[config.mk]
export PLATFORM = sky130hd
export DESIGN_NAME = serial_rx
export DESIGN_NICKNAME = d
export VERILOG_FILES = /design/src/rtl/serial_rx_pkg.sv /design/src/rtl/serial_rx_sync.sv /design/src/rtl/serial_rx_mode.sv /design/src/rtl/serial_rx_deser.sv /design/src/rtl/serial_rx_hold.sv /design/src/rtl/serial_rx.sv
export SDC_FILE = /design/constraint.sdc
export NUM_CORES = 1
export LEC_CHECK = 0
export BUFFER_PORTS_ARGS = -buffer_cell sky130_fd_sc_hd__clkbuf_2
export CORE_AREA = 2 2 70 72
export DETAILED_ROUTE_END_ITERATION = 10
export DIE_AREA = 0 0 72 74
export GPL_ROUTABILITY_DRIVEN = 0
export HOLD_SLACK_MARGIN = 0.06
export PLACE_DENSITY = 0.87
export SYNTH_ARGS = -nofsm -noshare
export SYNTH_HDL_FRONTEND = slang
export SYNTH_SLANG_ARGS = --single-unit
export TNS_END_PERCENT = 50
[constraint.sdc]
create_clock -name clk_i -period 4.4 [get_ports clk_i]
set_input_delay 0.44 -clock clk_i [delete_from_list [all_inputs] [get_ports clk_i]]
set_output_delay 0.44 -clock clk_i [all_outputs]
set_load 0.005 [all_outputs]
[src/rtl/serial_rx_pkg.sv]
package serial_rx_pkg;
  localparam int CHAR_W   = 8;
  localparam int MODE_W   = 8;
  localparam int EN_BIT   = 6;
  localparam int PAR_HI   = 5;
  localparam int PAR_LO   = 4;
  localparam int LEN_BIT  = 3;
  localparam int GATE_BIT = 1;

  typedef enum logic [2:0] {
    S_IDLE, S_START, S_DATA, S_PAR, S_STOP
  } rx_state_e;

  typedef enum logic [1:0] {
    PAR_NONE = 2'b00,
    PAR_ZERO = 2'b01,
    PAR_ODD  = 2'b10,
    PAR_EVEN = 2'b11
  } par_mode_e;

  typedef struct packed {
    logic [CHAR_W-1:0] data;
    logic              par_err;
    logic              frm_err;
  } rx_frame_t;
endpackage

[src/rtl/serial_rx_sync.sv]
module serial_rx_sync #(
  parameter int STAGES = 2
) (
  input  logic clk_i,
  input  logic rst_ni,
  input  logic d_i,
  output logic q_o
);
  logic [STAGES-1:0] pipe_q;

  always_ff @(posedge clk_i or negedge rst_ni) begin
    if (!rst_ni) pipe_q <= '1;
    else         pipe_q <= {pipe_q[STAGES-2:0], d_i};
  end

  assign q_o = pipe_q[STAGES-1];
endmodule

[src/rtl/serial_rx_mode.sv]
module serial_rx_mode
  import serial_rx_pkg::*;
(
  input  logic              clk_i,
  input  logic              rst_ni,
  input  logic              we_i,
  input  logic [MODE_W-1:0] wdata_i,
  output logic [MODE_W-1:0] mode_o,
  output logic              en_o,
  output par_mode_e         par_o,
  output logic              len8_o,
  output logic              gate_o
);
  logic [MODE_W-1:0] mode_q;

  always_ff @(posedge clk_i or negedge rst_ni) begin
    if (!rst_ni)   mode_q <= '0;
    else if (we_i) mode_q <= {wdata_i[MODE_W-1:1], 1'b0};  // bit 0 reserved
  end

  assign mode_o = mode_q;
  assign en_o   = mode_q[EN_BIT];
  assign par_o  = par_mode_e'(mode_q[PAR_HI:PAR_LO]);
  assign len8_o = mode_q[LEN_BIT];
  assign gate_o = mode_q[GATE_BIT];
endmodule

[src/rtl/serial_rx_deser.sv]
module serial_rx_deser
  import serial_rx_pkg::*;
#(
  parameter int OSR = 16
) (
  input  logic      clk_i,
  input  logic      rst_ni,
  input  logic      tick_i,
  input  logic      rx_i,
  input  logic      en_i,
  input  par_mode_e par_i,
  input  logic      len8_i,
  output logic      done_o,
  output rx_frame_t frame_o
);
  localparam int CW = $clog2(OSR);
  localparam int BW = $clog2(CHAR_W);
  localparam logic [CW-1:0] MID  = CW'(OSR/2 - 1);
  localparam logic [CW-1:0] LAST = CW'(OSR - 1);

  rx_state_e         state_q;
  logic [CW-1:0]     os_cnt_q;
  logic [BW-1:0]     bit_cnt_q;
  logic [CHAR_W-1:0] shreg_q;
  logic              par_bit_q;
  logic              armed_q;
  logic              done_q;
  rx_frame_t         frame_q;

  logic [BW-1:0]     last_bit;
  logic [CHAR_W-1:0] char_w;
  logic              par_err_w;

  assign last_bit = len8_i ? BW'(CHAR_W-1) : BW'(CHAR_W-2);
  assign char_w   = len8_i ? shreg_q : {1'b0, shreg_q[CHAR_W-1:1]};

  always_comb begin
    unique case (par_i)
      PAR_ODD:  par_err_w = ~(^char_w ^ par_bit_q);
      PAR_EVEN: par_err_w = ^char_w ^ par_bit_q;
      default:  par_err_w = 1'b0;
    endcase
  end

  always_ff @(posedge clk_i or negedge rst_ni) begin
    if (!rst_ni) begin
      state_q   <= S_IDLE;
      os_cnt_q  <= '0;
      bit_cnt_q <= '0;
      shreg_q   <= '0;
      par_bit_q <= 1'b0;
      armed_q   <= 1'b1;
      done_q    <= 1'b0;
      frame_q   <= '0;
    end else begin
      done_q <= 1'b0;
      if (!en_i) begin
        state_q  <= S_IDLE;
        os_cnt_q <= '0;
      end else if (tick_i) begin
        unique case (state_q)
          S_IDLE: begin
            if (rx_i) armed_q <= 1'b1;
            else if (armed_q) begin
              state_q  <= S_START;
              os_cnt_q <= '0;
            end
          end
          S_START: begin
            if (os_cnt_q == MID) begin
              os_cnt_q  <= '0;
              bit_cnt_q <= '0;
              state_q   <= rx_i ? S_IDLE : S_DATA;  // reject glitch
            end else os_cnt_q <= os_cnt_q + 1'b1;
          end
          S_DATA: begin
            if (os_cnt_q == LAST) begin
              os_cnt_q  <= '0;
              shreg_q   <= {rx_i, shreg_q[CHAR_W-1:1]};
              bit_cnt_q <= bit_cnt_q + 1'b1;
              if (bit_cnt_q == last_bit)
                state_q <= (par_i == PAR_NONE) ? S_STOP : S_PAR;
            end else os_cnt_q <= os_cnt_q + 1'b1;
          end
          S_PAR: begin
            if (os_cnt_q == LAST) begin
              os_cnt_q  <= '0;
              par_bit_q <= rx_i;
              state_q   <= S_STOP;
            end else os_cnt_q <= os_cnt_q + 1'b1;
          end
          S_STOP: begin
            if (os_cnt_q == LAST) begin
              os_cnt_q        <= '0;
              state_q         <= S_IDLE;
              armed_q         <= rx_i;  // low stop: wait for mark
              done_q          <= 1'b1;
              frame_q.data    <= char_w;
              frame_q.par_err <= par_err_w;
              frame_q.frm_err <= ~rx_i;
            end else os_cnt_q <= os_cnt_q + 1'b1;
          end
          default: state_q <= S_IDLE;
        endcase
      end
    end
  end

  assign done_o  = done_q;
  assign frame_o = frame_q;
endmodule

[src/rtl/serial_rx_hold.sv]
module serial_rx_hold
  import serial_rx_pkg::*;
(
  input  logic              clk_i,
  input  logic              rst_ni,
  input  logic              done_i,
  input  rx_frame_t         frame_i,
  input  logic              rd_i,
  input  logic              gate_i,
  output logic [CHAR_W-1:0] data_o,
  output logic              valid_o,
  output logic              par_err_o,
  output logic              frm_err_o,
  output logic              ovr_err_o,
  output logic              irq_o
);
  logic [CHAR_W-1:0] data_q;
  logic valid_q, pe_q, fe_q, ovr_q, irq_q;
  logic ovr_w;

  assign ovr_w = valid_q & ~rd_i;

  always_ff @(posedge clk_i or negedge rst_ni) begin
    if (!rst_ni) begin
      data_q  <= '0;
      valid_q <= 1'b0;
      pe_q    <= 1'b0;
      fe_q    <= 1'b0;
      ovr_q   <= 1'b0;
      irq_q   <= 1'b0;
    end else begin
      irq_q <= 1'b0;
      if (done_i) begin
        data_q  <= frame_i.data;
        pe_q    <= frame_i.par_err;
        fe_q    <= frame_i.frm_err;
        ovr_q   <= ovr_w;
        valid_q <= 1'b1;
        irq_q   <= ~(gate_i & (frame_i.par_err | frame_i.frm_err | ovr_w));
      end else if (rd_i) begin
        valid_q <= 1'b0;
      end
    end
  end

  assign data_o    = data_q;
  assign valid_o   = valid_q;
  assign par_err_o = pe_q;
  assign frm_err_o = fe_q;
  assign ovr_err_o = ovr_q;
  assign irq_o     = irq_q;
endmodule

[src/rtl/serial_rx.sv]
module serial_rx
  import serial_rx_pkg::*;
#(
  parameter int OSR       = 16,
  parameter int SYNC_DEPTH = 2
) (
  input  logic       clk_i,
  input  logic       rst_ni,
  input  logic       mode_we_i,
  input  logic [7:0] mode_wdata_i,
  output logic [7:0] mode_o,
  input  logic       os_tick_i,
  input  logic       rx_i,
  input  logic       rd_i,
  output logic [7:0] data_o,
  output logic       valid_o,
  output logic       parity_err_o,
  output logic       frame_err_o,
  output logic       overrun_err_o,
  output logic       rx_irq_o
);
  logic      rx_sync;
  logic      en, len8, gate;
  par_mode_e par;
  logic      frame_done;
  rx_frame_t frame;

  serial_rx_sync #(.STAGES(SYNC_DEPTH)) i_sync (
    .clk_i, .rst_ni, .d_i(rx_i), .q_o(rx_sync)
  );

  serial_rx_mode i_mode (
    .clk_i, .rst_ni, .we_i(mode_we_i), .wdata_i(mode_wdata_i),
    .mode_o, .en_o(en), .par_o(par), .len8_o(len8), .gate_o(gate)
  );

  serial_rx_deser #(.OSR(OSR)) i_deser (
    .clk_i, .rst_ni, .tick_i(os_tick_i), .rx_i(rx_sync), .en_i(en),
    .par_i(par), .len8_i(len8), .done_o(frame_done), .frame_o(frame)
  );

  serial_rx_hold i_hold (
    .clk_i, .rst_ni, .done_i(frame_done), .frame_i(frame), .rd_i,
    .gate_i(gate), .data_o, .valid_o, .par_err_o(parity_err_o),
    .frm_err_o(frame_err_o), .ovr_err_o(overrun_err_o), .irq_o(rx_irq_o)
  );
endmodule

Yosys cells after proc, flatten, opt, wreduce, memory -nomap -nowiden
Index checks and enable logic that the tools add are counted.

Add/sub/neg operators: 2. Multiplexer cells: 35. Reduce and logical (&&, ||, !) cells: 14. Bitwise operators: 9. Eq/ne operators: 22.

Operator list (count): 2-to-1 mux 3 bit (12); 2-to-1 mux 4 bit (6); inequality test 3 x 2 -> 1 bit (second input constant) (6); AND reduction 4 bit (4); case mux 3 bit (5 select lines) (1); case mux 4 bit (3 select lines) (1); 2-to-1 mux 1 bit (10); AND reduction 5 bit (2); 2-to-1 mux 8 bit (1); AND reduction 8 bit (1); XOR reduction 8 bit (1); == test 3 x 2 -> 1 bit (second input constant) (2); inequality test 2 x 1 -> 1 bit (second input constant) (3); case mux 3 bit (2 select lines) (1); nonzero test 2 bit (3); adder 4 x 1 -> 4 bit (second input constant) (1); == test 2 bit (second input constant) (2); == test 4 x 3 -> 1 bit (second input constant) (1); == test 4 bit (second input constant) (1); inequality test 2 bit (second input constant) (2); inequality test 4 x 2 -> 1 bit (second input constant) (1); inverter 1 bit (4); case mux 1 bit (2 select lines) (2); adder 3 x 1 -> 3 bit (second input constant) (1); other kinds (11) (13).

Flip-flop bits (word level): 53. Output and inout port bits: 21. Logic and storage cells: 100. Input bits: 14.

Longest topological paths before layout
Word-level depth: 7. Depth in mapped cells: 8. Gate-level depth less buffers: 7.

By module
From an unflattened synthesis, not the netlist that was laid out.

Cell total of the unflattened synthesis: 214. Area, all modules: 2537.4 µm².

Modules (own cells, without submodules): serial_rx_deser (area an instance 1626.6 µm², instances 1, cells an instance 161, seq. area each 777.0 µm²); serial_rx_hold (area an instance 518.0 µm², instances 1, cells an instance 29, seq. area each 325.3 µm²); serial_rx_mode (area an instance 340.3 µm², instances 1, cells an instance 22, seq. area each 175.2 µm²); serial_rx_sync (area an instance 52.6 µm², instances 1, cells an instance 2, seq. area each 52.6 µm²).

Least setup slack after synthesis
No wires, ideal clock.

Path type: reg2reg. Start: register i_deser.os_cnt_q[0]. End: register i_deser.shreg_q[1]. Cell stages (with the launch flop): 6. Arrival: 1.560 ns. Required time: 4.275 ns. Period minus slack after synthesis: 1.685 ns. Buffers on the path: 1. Library setup time: 0.125 ns. Setup slack: 2.715 ns. Path through: dfrtp_1 -> ha_1 -> nand3_2 -> nor4_2 -> buf_2 -> mux2_2.

Word-level cells in the longest chain between the ends: 2.

RTL lines: start: declaration (line serial_rx_deser.sv:22) `logic [CW-1:0] os_cnt_q;`; start signal: assignment (line serial_rx_deser.sv:74) `end else os_cnt_q <= os_cnt_q + 1'b1;`; start signal: assignment (line serial_rx_deser.sv:83) `end else os_cnt_q <= os_cnt_q + 1'b1;`; start signal: assignment (line serial_rx_deser.sv:90) `end else os_cnt_q <= os_cnt_q + 1'b1;`; == test 4 bit (line serial_rx_deser.sv:77) `if (os_cnt_q == LAST) begin`; AND reduction 4 bit (no line); end signal: assignment (line serial_rx_deser.sv:79) `shreg_q <= {rx_i, shreg_q[CHAR_W-1:1]};`; end: declaration (line serial_rx_deser.sv:24) `logic [CHAR_W-1:0] shreg_q;`.

No other way between the ends. A chain may end at the register's enable or synchronous reset.

Worst setup path after layout
Start: register i_deser.os_cnt_q[0]. End: register i_deser.bit_cnt_q[0].

Word-level cells in the longest chain between the ends: 3. Elaborated cells on any way between the ends: 5. Those cells by class: eq/ne: 4; reduce/logical: 1.

RTL lines: == test 4 bit or == test 4 x 3 -> 1 bit (tied branches) (line serial_rx_deser.sv:77, serial_rx_deser.sv:70); inequality test 2 x 1 -> 1 bit (no line); AND reduction 5 bit (no line) (*); end signal: assignment (line serial_rx_deser.sv:80) `bit_cnt_q <= bit_cnt_q + 1'b1;`; end: declaration (line serial_rx_deser.sv:23) `logic [BW-1:0] bit_cnt_q;`.

Every way passes the cells marked *; elsewhere a longest branch is shown, timed or not.

==> flow_metrics.env <==
export IMPL_power_frac_comb=0.084
export IMPL_synth_seq_area_share=0.539
export IMPL_finalHoldViolations=0
export IMPL_finalSetupTns_ps=0
export IMPL_worstSetupPathType="reg2reg"
export IMPL_async_flop_share=1.00
export IMPL_cts_made_buffers=5
export IMPL_num_rows=25
export IMPL_num_vias=1551
export IMPL_cp_required_ps=4590
export IMPL_fin_crit_sh=0.585
export IMPL_grt_pass1_wl_mm=6.80
export IMPL_status="finished clean"
export IMPL_regArea_um2=1330
export IMPL_insertion_delay_ps=300
export IMPL_synth_edff_count=0
export IMPL_cp_arrival_ps=2760
export IMPL_core_area_um2=4600
export IMPL_root_buffer="clkbuf_8"
export IMPL_dieWidth_um=72
export IMPL_cts_setup_buffers=0
export IMPL_ctsLongestPathBuffers=2
export IMPL_synth_area_per_cell_um2=12.3
export IMPL_syn_nets=217
export IMPL_fmax_ghz=0.389
export IMPL_cts_tree="built"
export IMPL_wire_per_inst_um=13.9
export IMPL_reg2reg_depth=6
export IMPL_num_antenna_cells=0
export IMPL_rsz0062_at_grt="false"
export IMPL_viasPerCell=5.48
export IMPL_rr_startpoint="i_deser.os_cnt_q[0]"
export IMPL_ys_ff_latch=53
export IMPL_power_total_mw=0.849
export IMPL_hpwl_mm=2.82
export IMPL_cts_max_level=2
export IMPL_path_max_fanout=12
export IMPL_fin_skew_ps=5.43
export IMPL_drt_pass1_iterations=4
export IMPL_ys_dominant_reg_cell="dfrtp_1"
export IMPL_antenna_left=0
export IMPL_setup_violations=0
export IMPL_post_route_min_period_ps=2570
export IMPL_layout_drive_gt1_share=0.362
export IMPL_p_int_mw=0.646
export IMPL_seqPwrFrac=0.609
export IMPL_whs_ps=212
export IMPL_io_pins=35
export IMPL_io_buffers=32
export IMPL_initial_core_util=0.537
export IMPL_layout_nets=244
export IMPL_die_height_um=74
export IMPL_die_area_um2=5330
export IMPL_grt_pass1_vias=1503
export IMPL_maxCapViolations=0
export IMPL_ff2ff_setup_slack_ps=1830
export IMPL_leakagePower_nw=1.30
export IMPL_final_area_um2=2710
export IMPL_grtUsageTotal=0.165
export IMPL_hold_path_end="i_sync.pipe_q[0]"
export IMPL_clkSinkCount=53
export IMPL_drv_slew=0
export IMPL_p_switching_mw=0.203
export IMPL_path_clk_slew_ps=90
export IMPL_multi_input_area_um2=1050
export IMPL_tightestPinTransition_ps=1220
export IMPL_antenna_found_initial=0
export IMPL_grt_max_degree=54
export IMPL_max_slew_margin=0.178
export IMPL_overflow=0
export IMPL_power_frac_clock=0.307
export IMPL_synth_cells=201
export IMPL_place_area_um2=2620
export IMPL_nFillCells=366
export IMPL_ctsResizeCount=0
export IMPL_drc_errors=0
export IMPL_cts_hold_buf=0
export IMPL_min_path_type="in2reg"
export IMPL_cp_end_kind="register"
export IMPL_synthDistinctLibCells=52
export IMPL_syn2layout_area_growth_pct=9.63
export IMPL_start_kind="register"
export IMPL_p_sw_frac=0.239
export IMPL_min_from="rx_i"
export IMPL_synth_warnings=0
export IMPL_timing_rr_end="i_deser.bit_cnt_q[0]"
export IMPL_whs_path_depth=1
export IMPL_pwr_density_cell_nw_per_um2=314
export IMPL_wirelength_mm=3.92
export IMPL_first_iter_violations=72
export IMPL_syn_cell_area_um2=2470
export IMPL_ir_worst_vdd_uv=194
==> registers in the layout, indices dropped and copies added (netlist names) <==
name               count
i_deser.armed_q        1
i_deser.bit_cnt_q      3
i_deser.done_o         1
i_deser.frame_o       10
i_deser.os_cnt_q       4
i_deser.par_bit_q      1
i_deser.shreg_q        8
i_deser.state_q        3
i_hold.data_o          8
i_hold.frm_err_o       1
i_hold.irq_o           1
i_hold.ovr_err_o       1
i_hold.par_err_o       1
i_hold.valid_o         1
i_mode.mode_o          7
i_sync.pipe_q          2
==> power by group through the flow <==
stage	clock network (mW)	registers, mW	logic (mW)
finish	0.260	0.517	0.0717
floorplan	0	0.515	0.0600
global route	0.293	0.520	0.0795
global placement	0	0.526	0.0706
detailed placement	0	0.527	0.0728
CTS	0.273	0.517	0.0730
==> metrics by stage <==
stage	util	instances	worst slack (ps)
floorplan	-	201	2720
global placement	0.570	275	1930
detailed placement	0.570	275	1890
CTS	0.589	283	1860
global route	0.589	283	1600
finish	0.589	283	1830
==> cell usage in the layout, fill, tap and decap left out, types with 2 or more instances in the layout <==
master / Yosys / final
ha_1: 2 / 2
a31oi_1: 2 / 2
clkinvlp_4: 0 / 2
o21ai_0: 2 / 2
clkbuf_8: 0 / 5
xnor2_1: 8 / 8
dfstp_2: 3 / 3
a22o_1: 2 / 2
or3_1: 3 / 3
a21boi_0: 2 / 2
dfrtp_1: 50 / 50
nand2_1: 13 / 13
a21oi_1: 9 / 9
clkbuf_2: 1 / 32
mux2i_1: 7 / 7
mux2_2: 29 / 29
nand2b_1: 4 / 4
nand3_1: 6 / 6
nor2b_1: 3 / 3
nor2_1: 14 / 14
==> final cells by class <==
cell class | count | share of cell area
clock buffer | 6 | 0.0268
clock inverter | 2 | 0.00555
inverter | 2 | 0.00277
multi-input combinational | 133 | 0.386
sequential | 53 | 0.491
tap | 54 | 0.0250
timing repair buffer | 33 | 0.0620
==> worst max-delay path: stages (launching register included) <==
cell and delay, ps:
dfrtp_1 390, ha_1 250, nand3_2 140, nor4_2 1010, a41oi_1 100, a31o_2 300, mux2_2 260
==> cells by family after synthesis <==
| kind of cell | after synthesis | share of synthesized area |
|---|---|---|
| simple gates | 54 | 0.117 |
| fa+ha+maj | 2 | 0.0101 |
| xor+xnor | 10 | 0.0411 |
| other cells | 1 | 0.00152 |
| mux | 36 | 0.161 |
| compound gates | 30 | 0.0938 |
| flops | 53 | 0.539 |
| buf+inv | 15 | 0.0375 |
==> cells in the mapped netlist (all sizes together), types with 2 or more instances <==
library cell | n | area, um^2
dfrtp | 50 | 1250
mux2 | 29 | 327
nor2 | 15 | 63.8
nand2 | 13 | 48.8
buf | 11 | 76.3
a21oi | 9 | 45.0
xnor2 | 8 | 70.1
mux2i | 7 | 70.1
nand3 | 7 | 40.0
a21boi | 5 | 52.6
nand2b | 4 | 25.0
o21ai | 4 | 23.8
or3 | 4 | 30.0
dfstp | 3 | 78.8
nor2b | 3 | 18.8
a22o | 2 | 17.5
a31oi | 2 | 12.5
clkbuf | 2 | 8.75
ha | 2 | 25.0
==> per-layer routing <==
layer | GRT usage | vias up | wire, um
li1 | - | 756 | -
met1 | 0.213 | 750 | 1870
met2 | 0.273 | 39 | 1810
met3 | 0.0379 | 6 | 172
met4 | 0.0692 | 0 | 72
met5 | 0 | - | 0
==> worst max path at each step <==
stage	startpoint	cells past startpoint	slack, ps	to
after global placement	i_deser.os_cnt_q[0]	6	1930	i_deser.bit_cnt_q[0]
after CTS	i_deser.os_cnt_q[0]	6	1860	i_deser.bit_cnt_q[0]
after floorplan	i_deser.os_cnt_q[0]	5	2720	i_deser.shreg_q[1]
final	i_deser.os_cnt_q[0]	6	1830	i_deser.bit_cnt_q[0]
after global routing	i_deser.os_cnt_q[0]	6	1600	i_deser.bit_cnt_q[0]
after detailed placement	i_deser.os_cnt_q[0]	6	1890	i_deser.bit_cnt_q[0]
(Power assumes the default switching activity.)
